**config.mk**
```make
export PLATFORM = sky130hd
export DESIGN_NAME = adc_trig_ctrl
export DESIGN_NICKNAME = d
export VERILOG_FILES = /design/src/rtl/adc_trig_pkg.sv /design/src/rtl/adc_trig_regs.sv /design/src/rtl/adc_trig_period_cnt.sv /design/src/rtl/adc_trig_burst.sv /design/src/rtl/adc_trig_ctrl.sv
export SDC_FILE = /design/constraint.sdc
export NUM_CORES = 1
export LEC_CHECK = 0
export ABC_AREA = 1
export BUFFER_PORTS_ARGS = -buffer_cell sky130_fd_sc_hd__buf_2
export CAP_MARGIN = 20
export CELL_PAD_IN_SITES_DETAIL_PLACEMENT = 0
export CELL_PAD_IN_SITES_GLOBAL_PLACEMENT = 1
export CORE_MARGIN = 2
export CORE_UTILIZATION = 47
export CTS_CLUSTER_SIZE = 30
export DETAILED_ROUTE_END_ITERATION = 12
export GPL_TIMING_DRIVEN = 0
export PLACE_DENSITY_LB_ADDON = 0.1
export SLEW_MARGIN = 20
export SYNTH_ARGS = -nofsm -noshare
export SYNTH_HDL_FRONTEND = slang
export SYNTH_SLANG_ARGS = --single-unit
```
**constraint.sdc**
```tcl
create_clock -name clk -period 3.3 [get_ports clk]
set_input_delay 0.99 -clock clk [delete_from_list [all_inputs] [get_ports clk]]
set_output_delay 0.99 -clock clk [all_outputs]
set_load 0.005 [all_outputs]
```
**src/rtl/adc_trig_pkg.sv**
```systemverilog
// Shared register addresses, source encodings and event bundle for the
// conversion trigger controller. Assumes a 4-bit register address.
package adc_trig_pkg;
    localparam int ADDR_W = 4;

    localparam logic [ADDR_W-1:0] ADR_CTL    = 4'h0;
    localparam logic [ADDR_W-1:0] ADR_PSTART = 4'h1;
    localparam logic [ADDR_W-1:0] ADR_BSRC   = 4'h2;
    localparam logic [ADDR_W-1:0] ADR_CSRC   = 4'h3;
    localparam logic [ADDR_W-1:0] ADR_PPER   = 4'h4;
    localparam logic [ADDR_W-1:0] ADR_BPER   = 4'h5;
    localparam logic [ADDR_W-1:0] ADR_REFEN  = 4'h6;
    localparam logic [ADDR_W-1:0] ADR_CHLAST = 4'h7;
    localparam logic [ADDR_W-1:0] ADR_OVRCLR = 4'h8;

    localparam logic       PSTART_SW  = 1'b0;
    localparam logic       PSTART_EXT = 1'b1;
    localparam logic [1:0] BSRC_PACER = 2'd1;
    localparam logic [1:0] BSRC_EXT   = 2'd2;
    localparam logic [1:0] CSRC_OFF   = 2'd0;
    localparam logic [1:0] CSRC_PACER = 2'd1;
    localparam logic [1:0] CSRC_BURST = 2'd2;

    typedef struct packed {
        logic pacer_arm;   // read of the control address
        logic pacer_halt;  // write of zero to the control address
        logic chan_load;   // new last-entry value written
        logic ovr_clr;     // overrun clear write
    } reg_evt_t;
endpackage

```
**src/rtl/adc_trig_regs.sv**
```systemverilog
// Configuration register file and access-event decoder.
// Assumes PACER_W is the widest field and that the bus presents one access per cycle.
module adc_trig_regs
    import adc_trig_pkg::*;
#(
    parameter int PACER_W = 24,
    parameter int BURST_W = 10,
    parameter int CH_W    = 4
) (
    input  logic               clk,
    input  logic               rst_n,
    input  logic               reg_wr,
    input  logic               reg_rd,
    input  logic [ADDR_W-1:0]  reg_addr,
    input  logic [PACER_W-1:0] reg_wdata,
    output logic               pstart_src,
    output logic [1:0]         burst_src,
    output logic [1:0]         conv_src,
    output logic [PACER_W-1:0] pacer_per,
    output logic [BURST_W-1:0] burst_per,
    output logic               ref_en,
    output logic [CH_W-1:0]    chan_last,
    output reg_evt_t           evt
);
    // Holds the configuration fields written by software.
    always_ff @(posedge clk) begin
        if (!rst_n) begin
            pstart_src <= PSTART_SW;
            burst_src  <= 2'd0;
            conv_src   <= CSRC_OFF;
            pacer_per  <= '0;
            burst_per  <= '0;
            ref_en     <= 1'b0;
            chan_last  <= '0;
        end else if (reg_wr) begin
            case (reg_addr)
                ADR_PSTART: pstart_src <= reg_wdata[0];
                ADR_BSRC:   burst_src  <= reg_wdata[1:0];
                ADR_CSRC:   conv_src   <= reg_wdata[1:0];
                ADR_PPER:   pacer_per  <= reg_wdata;
                ADR_BPER:   burst_per  <= reg_wdata[BURST_W-1:0];
                ADR_REFEN:  ref_en     <= reg_wdata[0];
                ADR_CHLAST: chan_last  <= reg_wdata[CH_W-1:0];
                default:    ;
            endcase
        end
    end

    // Turns accesses into one-cycle control events.
    always_comb begin
        evt.pacer_arm  = reg_rd && (reg_addr == ADR_CTL);
        evt.pacer_halt = reg_wr && (reg_addr == ADR_CTL) && (reg_wdata == '0);
        evt.chan_load  = reg_wr && (reg_addr == ADR_CHLAST);
        evt.ovr_clr    = reg_wr && (reg_addr == ADR_OVRCLR);
    end
endmodule

```
**src/rtl/adc_trig_period_cnt.sv**
```systemverilog
// Reloading down counter. A value of N-1 gives one tick every N steps, and
// a value of 0 ticks on every step. Assumes load takes priority over counting.
module adc_trig_period_cnt #(
    parameter int W = 24
) (
    input  logic         clk,
    input  logic         rst_n,
    input  logic         load,
    input  logic         run,
    input  logic         step,
    input  logic [W-1:0] period,
    output logic         tick
);
    localparam logic [W-1:0] ONE = W'(1);
    logic [W-1:0] cnt;

    // Counts down on each enabled step and reloads at zero.
    always_ff @(posedge clk) begin
        if (!rst_n)           cnt <= '0;
        else if (load)        cnt <= period;
        else if (run && step) cnt <= (cnt == '0) ? period : cnt - ONE;
    end

    // Flags the step on which the count expires.
    assign tick = run && step && !load && (cnt == '0);
endmodule

```
**src/rtl/adc_trig_burst.sv**
```systemverilog
// Burst sequencer: after a start it issues one burst tick per period, one for
// each channel-list entry, and then goes idle. A start while busy is dropped
// and latched as overrun.
module adc_trig_burst
    import adc_trig_pkg::*;
#(
    parameter int BURST_W = 10,
    parameter int CH_W    = 4
) (
    input  logic               clk,
    input  logic               rst_n,
    input  logic               start,
    input  logic               abort,
    input  logic               step,
    input  logic [BURST_W-1:0] period,
    input  logic [CH_W-1:0]    chan_last,
    input  logic               ovr_clr,
    output logic               active,
    output logic               overrun,
    output logic               burst_tick
);
    localparam logic [CH_W-1:0] ONE = CH_W'(1);
    logic [CH_W-1:0] done;
    logic            accept;

    assign accept = start && !active;

    adc_trig_period_cnt #(.W(BURST_W)) u_bcnt (
        .clk(clk), .rst_n(rst_n), .load(accept), .run(active),
        .step(step), .period(period), .tick(burst_tick)
    );

    // Tracks burst occupancy and the number of conversions already issued.
    always_ff @(posedge clk) begin
        if (!rst_n || abort) begin
            active <= 1'b0;
            done   <= '0;
        end else if (accept) begin
            active <= 1'b1;
            done   <= '0;
        end else if (burst_tick) begin
            if (done == chan_last) begin
                active <= 1'b0;
                done   <= '0;
            end else begin
                done <= done + ONE;
            end
        end
    end

    // Sticky overrun flag; a new drop wins over a clear in the same cycle.
    always_ff @(posedge clk) begin
        if (!rst_n)                         overrun <= 1'b0;
        else if (start && active && !abort) overrun <= 1'b1;
        else if (ovr_clr)                   overrun <= 1'b0;
    end

    assert_last_tick_ends_R4: assert property (@(posedge clk) disable iff (!rst_n)
        (burst_tick && done == chan_last && !start && !abort) |=> !active);
    assert_busy_start_flags_R5: assert property (@(posedge clk) disable iff (!rst_n)
        (start && active && !abort) |=> overrun);
    assert_clear_drops_flag_R6: assert property (@(posedge clk) disable iff (!rst_n)
        (ovr_clr && !(start && active)) |=> !overrun);
    assert_idle_start_opens_R11: assert property (@(posedge clk) disable iff (!rst_n)
        (start && !active && !abort) |=> active);
endmodule

```
**src/rtl/adc_trig_ctrl.sv**
```systemverilog
// Top of the conversion trigger controller. It derives the reference tick,
// runs the pacer arm/halt state, chains pacer -> burst -> conversion and steps
// the channel pointer. External triggers are assumed synchronous one-cycle pulses.
module adc_trig_ctrl
    import adc_trig_pkg::*;
#(
    parameter int PACER_W = 24,
    parameter int BURST_W = 10,
    parameter int CH_W    = 4,
    parameter int REF_DIV = 25
) (
    input  logic               clk,
    input  logic               rst_n,
    input  logic               reg_wr,
    input  logic               reg_rd,
    input  logic [3:0]         reg_addr,
    input  logic [PACER_W-1:0] reg_wdata,
    input  logic               ext_pacer_trig,
    input  logic               ext_burst_trig,
    output logic               conv_strobe,
    output logic [CH_W-1:0]    conv_chan,
    output logic               burst_active,
    output logic               overrun
);
    localparam logic [CH_W-1:0] CH_ONE = CH_W'(1);

    logic               pstart_src, ref_en, ref_tick, step;
    logic [1:0]         burst_src, conv_src;
    logic [PACER_W-1:0] pacer_per;
    logic [BURST_W-1:0] burst_per;
    logic [CH_W-1:0]    chan_last, chan_ptr;
    reg_evt_t           evt;
    logic               running, armed, pacer_go, pacer_tick;
    logic               burst_start, burst_tick, fire;

    adc_trig_regs #(.PACER_W(PACER_W), .BURST_W(BURST_W), .CH_W(CH_W)) u_regs (
        .clk(clk), .rst_n(rst_n), .reg_wr(reg_wr), .reg_rd(reg_rd),
        .reg_addr(reg_addr), .reg_wdata(reg_wdata), .pstart_src(pstart_src),
        .burst_src(burst_src), .conv_src(conv_src), .pacer_per(pacer_per),
        .burst_per(burst_per), .ref_en(ref_en), .chan_last(chan_last), .evt(evt)
    );

    // Reference tick: every clock, or one clock in REF_DIV.
    generate
        if (REF_DIV <= 1) begin : g_ref_direct
            assign ref_tick = 1'b1;
        end else begin : g_ref_div
            localparam int DW = $clog2(REF_DIV);
            localparam logic [DW-1:0] LAST = DW'(REF_DIV - 1);
            logic [DW-1:0] div_cnt;
            // Divides the system clock down to the reference rate.
            always_ff @(posedge clk) begin
                if (!rst_n || div_cnt == LAST) div_cnt <= '0;
                else                           div_cnt <= div_cnt + DW'(1);
            end
            assign ref_tick = (div_cnt == LAST);
        end
    endgenerate

    assign step = ref_tick && ref_en;

    // A software start goes at once on the read; an external start waits for the armed pulse.
    assign pacer_go = !evt.pacer_halt &&
                      ((evt.pacer_arm && pstart_src == PSTART_SW) ||
                       (armed && ext_pacer_trig));

    // Pacer run/arm state: halt first, then start, then arm.
    always_ff @(posedge clk) begin
        if (!rst_n || evt.pacer_halt) begin
            running <= 1'b0;
            armed   <= 1'b0;
        end else if (pacer_go) begin
            running <= 1'b1;
            armed   <= 1'b0;
        end else if (evt.pacer_arm) begin
            armed   <= 1'b1;
        end
    end

    adc_trig_period_cnt #(.W(PACER_W)) u_pcnt (
        .clk(clk), .rst_n(rst_n), .load(pacer_go), .run(running),
        .step(step), .period(pacer_per), .tick(pacer_tick)
    );

    assign burst_start = (burst_src == BSRC_PACER && pacer_tick) ||
                         (burst_src == BSRC_EXT && ext_burst_trig);

    adc_trig_burst #(.BURST_W(BURST_W), .CH_W(CH_W)) u_burst (
        .clk(clk), .rst_n(rst_n), .start(burst_start), .abort(evt.pacer_halt),
        .step(step), .period(burst_per), .chan_last(chan_last),
        .ovr_clr(evt.ovr_clr), .active(burst_active), .overrun(overrun),
        .burst_tick(burst_tick)
    );

    assign fire = (conv_src == CSRC_PACER && pacer_tick) ||
                  (conv_src == CSRC_BURST && burst_tick);

    // Registers the strobe and its channel, and steps the pointer with wrap.
    always_ff @(posedge clk) begin
        if (!rst_n) begin
            conv_strobe <= 1'b0;
            conv_chan   <= '0;
            chan_ptr    <= '0;
        end else begin
            conv_strobe <= fire;
            if (fire) conv_chan <= chan_ptr;
            if (evt.chan_load)  chan_ptr <= '0;
            else if (fire)      chan_ptr <= (chan_ptr == chan_last) ? '0 : chan_ptr + CH_ONE;
        end
    end

    assert_chan_in_list_R3: assert property (@(posedge clk) disable iff (!rst_n)
        conv_strobe |-> (conv_chan <= $past(chan_last)));
    assert_halt_stops_R8: assert property (@(posedge clk) disable iff (!rst_n)
        evt.pacer_halt |=> !running);
    assert_off_no_strobe_R9: assert property (@(posedge clk) disable iff (!rst_n)
        conv_strobe |-> ($past(conv_src) != CSRC_OFF));
    assert_ref_hold_R10: assert property (@(posedge clk) disable iff (!rst_n)
        !ref_en |-> (!pacer_tick && !burst_tick));
endmodule

```
==> flow_summary.yaml <==
status:
  status: "completed"
setup_path:
  worstPathMaxFanout: 10
  reg2reg_to: "u_burst.u_bcnt.cnt[3]"
  required_ns: 3.58
  crit_chain: "buf_2 > inv_1 > nand2_1 > nor2_1 > nand2_1 > nor2_4 > nand2_4 > nand2_4 > nand2_2 > inv_2 > buf_2 > a21oi_1 > o21bai_1 > inv_1"
  reg2reg_slack_ns: 1.13
  critPathLaunchType: "primary input"
  cp.arrival_ns: 2.85
  worst-path-buf-inv: 5
  crit_type: "in -> reg"
  worst_path_largest_cell_delay_ns: 0.29
  end_kind: "register"
  rr_worst_depth: 12
  crit_family: "buffers and inverters"
  cpMaxStageDelayCell: "buf_2"
  rr_startpoint: "u_burst.u_bcnt.cnt[0]"
yosys:
  syn_nets: 781
  syn_area_sq_um: 5220
  syn_inst: 741
  syn_area_per_cell_sq_um: 7.05
  synth_edf_count: 0
  yosys_warnings: 0
  async_flop_share_pct: 0
  synth_cell_types: 42
  synth_ff_type: "dfxtp_1"
  synth-seq-cells: 100
  seq_area_frac_synth_pct: 38.3
die:
  pin_count: 41
  start_util_pct: 48.2
  core_sq_um: 10800
  fp.dieW_um: 109
  std_cell_rows: 38
  dieArea_sq_um: 12000
  dieHeight_um: 109
routing:
  vias: 4896
  antenna_left: 0
  finalWirelength_mm: 14.5
  drt_iter0_drc: 347
  drt_first_pass_iters: 8
  avgRoutedWirePerCell_um: 15.5
  via_per_inst: 5.24
  drc_errors: 0
hold_path:
  holdPathEnd: "conv_chan[0]"
  hold_depth: 2
  hp-start: "conv_chan[0]"
  hold_class: "reg -> reg"
timing:
  finalCriticalPeriod_ns: 2.57
  hold_slack_ns: 0.465
  clock.fmax_mhz: 389
  setup_viol: 0
  slew_headroom_pct: 49.7
  fin_crit_sh_pct: 77.9
  grt_setup_unrepaired: "no"
  clock-skew-final_ns: 0.00663
  hold_viol_final: 0
  timing.setup.tns_ns: 0
  finalMaxSlewViolations: 0
  worst_slew_pin_slew_ns: 0.755
final_layout:
  nets: 831
  num_antenna_cells: 0
  fillCellCount: 1115
  area_growth_pct: 11.4
  drive_above_1_share_pct: 13.8
pwr:
  ir_drop_v: 0.000304
  powerDensity_nw_per_um2: 464
  total_leakage_power_nw: 2.72
clock_tree:
  clock_sinks: 100
  cts_buffer_depth: 2
  clkTransAtPathRegs_ns: 0.09
  numCtsBuffers: 9
  root_buffer: "clkbuf_8"
  ctsHoldBuffers: 0
  cts_setup_buffers: 0
  cts-resized-gates: 0
  clk_latency_ns: 0.38
  htree_levels: 3
  cts_tree: "yes"
placement:
  post-dp-hpwl_mm: 10.9
  gp_congestion: 0.873
  port_buffers: 39
grt:
  grt_max_degree: 16
  antenna_found_initial: 0
  grt_pass1_wl_mm: 22.9
  grt_overflow: 0
  grt_pass1_vias: 4528
  grt_use_total_pct: 25.2
flow_run:
  maxCapViolations: 0
## where the power goes
part / switching [W] / internal [W] / leakage, nW / total, W
Clock: 0.000429 / 0.000463 / 0.111 / 0.000893
Combinational: 0.000373 / 0.000178 / 1.80 / 0.000551
Sequential: 0.0000231 / 0.00123 / 0.809 / 0.00126
Total: 0.000825 / 0.00187 / 2.72 / 0.00270
## Yosys cell counts (4+ instances only)
master	count	area, sq um
dfxtp_1	100	2000
clkbuf_1	11	41.3
nand3_1	40	200
nand2_2	7	43.8
nand2_1	98	368
or2_2	4	25.0
inv_2	7	26.3
xnor2_1	8	70.1
o21ai_1	4	20.0
nor2_4	5	56.3
a21oi_1	66	330
buf_6	5	56.3
o21ai_0	81	405
nand4_1	7	43.8
nand2_4	5	56.3
nor2_1	115	432
nor2_2	5	31.3
ha_1	6	75.1
inv_1	88	330
nor3_1	8	40.0
xor2_1	22	193
buf_2	7	35.0
o211ai_1	16	120
## worst max-delay path by stage
stage	from	endpoint	slack (ns)	depth (start not counted)
after floorplan	reg_wdata[1]	u_pcnt.cnt[0]	0.98	14
after global placement	reg_wdata[1]	u_pcnt.cnt[7]	0.42	14
after detailed placement	reg_wdata[1]	u_pcnt.cnt[7]	0.35	14
after CTS	reg_wdata[1]	u_pcnt.cnt[7]	0.76	14
after global routing	reg_wdata[1]	u_pcnt.cnt[7]	0.58	14
final	reg_wdata[1]	u_pcnt.cnt[7]	0.73	14
## state kept, by name, summed over array words and instances, names as in the netlist, 2 cells and up
| name | count |
|---|---|
| chan_ptr | 4 |
| conv_chan | 4 |
| g_ref_div.div_cnt | 5 |
| u_burst.done | 4 |
| u_burst.u_bcnt.cnt | 10 |
| u_pcnt.cnt | 24 |
| u_regs.burst_per | 10 |
| u_regs.burst_src | 2 |
| u_regs.chan_last | 4 |
| u_regs.conv_src | 2 |
| u_regs.pacer_per | 24 |
## worst min-delay path, stage by stage (launching register included)
cell and delay, ns:
dfxtp_1 0.32, nand2_1 0.06, a21oi_1 0.05
## area by class of cell
cell class	count	area, sq um	area share (%)
buffer	26	148	2.54
multi-input combinational	519	2710	46.6
sequential	100	2000	34.4
timing repair buffer	39	195	3.35
inverter	96	363	6.24
tap	140	175	3.01
clock inverter	4	72.6	1.25
clock buffer	11	151	2.60
## stage by stage
| stage | util [%] | instances | instance area [sq um] | power, W | worst slack [ns] |
|---|---|---|---|---|---|
| floorplan | - | 741 | 5220 | 0.00166 | 0.977 |
| global route | 53.7 | 935 | 5820 | 0.00283 | 0.582 |
| detailed placement | 51.6 | 920 | 5590 | 0.00182 | 0.354 |
| CTS | 53.7 | 935 | 5820 | 0.00271 | 0.757 |
| finish | 53.7 | 935 | 5820 | 0.00270 | 0.731 |
| global placement | 51.6 | 920 | 5590 | 0.00181 | 0.418 |
## cells in the final DEF (no fill, tap or decap), types with 6 or more instances in the layout
cell	count
xor2_1	22
clkbuf_8	11
a21oi_1	66
inv_2	7
nand2_2	7
o211ai_1	16
o21ai_0	81
buf_2	46
nor2_1	115
dfxtp_1	100
inv_1	88
nor3_1	8
clkbuf_1	11
ha_1	6
nand4_1	7
nand3_1	40
xnor2_1	8
nand2_1	98
## routing by layer
| metal | GRT usage, % | part of all wire (%) | up-vias | routed length (um) |
|---|---|---|---|---|
| met1 | 32.3 | 46 | 2291 | 6610 |
| met3 | 5.28 | 3.8 | 12 | 544 |
| met2 | 42.9 | 49 | 88 | 7110 |
| li1 | - | - | 2505 | - |
| met4 | 6.87 | 1.3 | 0 | 191 |
| met5 | 0 | 0 | - | 0 |
## kinds of logic after synthesis
family | Yosys count | synth area share [%]
and+or+nand+nor | 305 | 26.8
AOI/OAI and AO/OA | 177 | 18.5
buffers and inverters | 122 | 9.77
DFF | 100 | 38.3
xor gates and xnor gates | 30 | 5.03
adders and majority gates | 6 | 1.44
muxes | 1 | 0.192
Power figures use the tool's default switching activity.
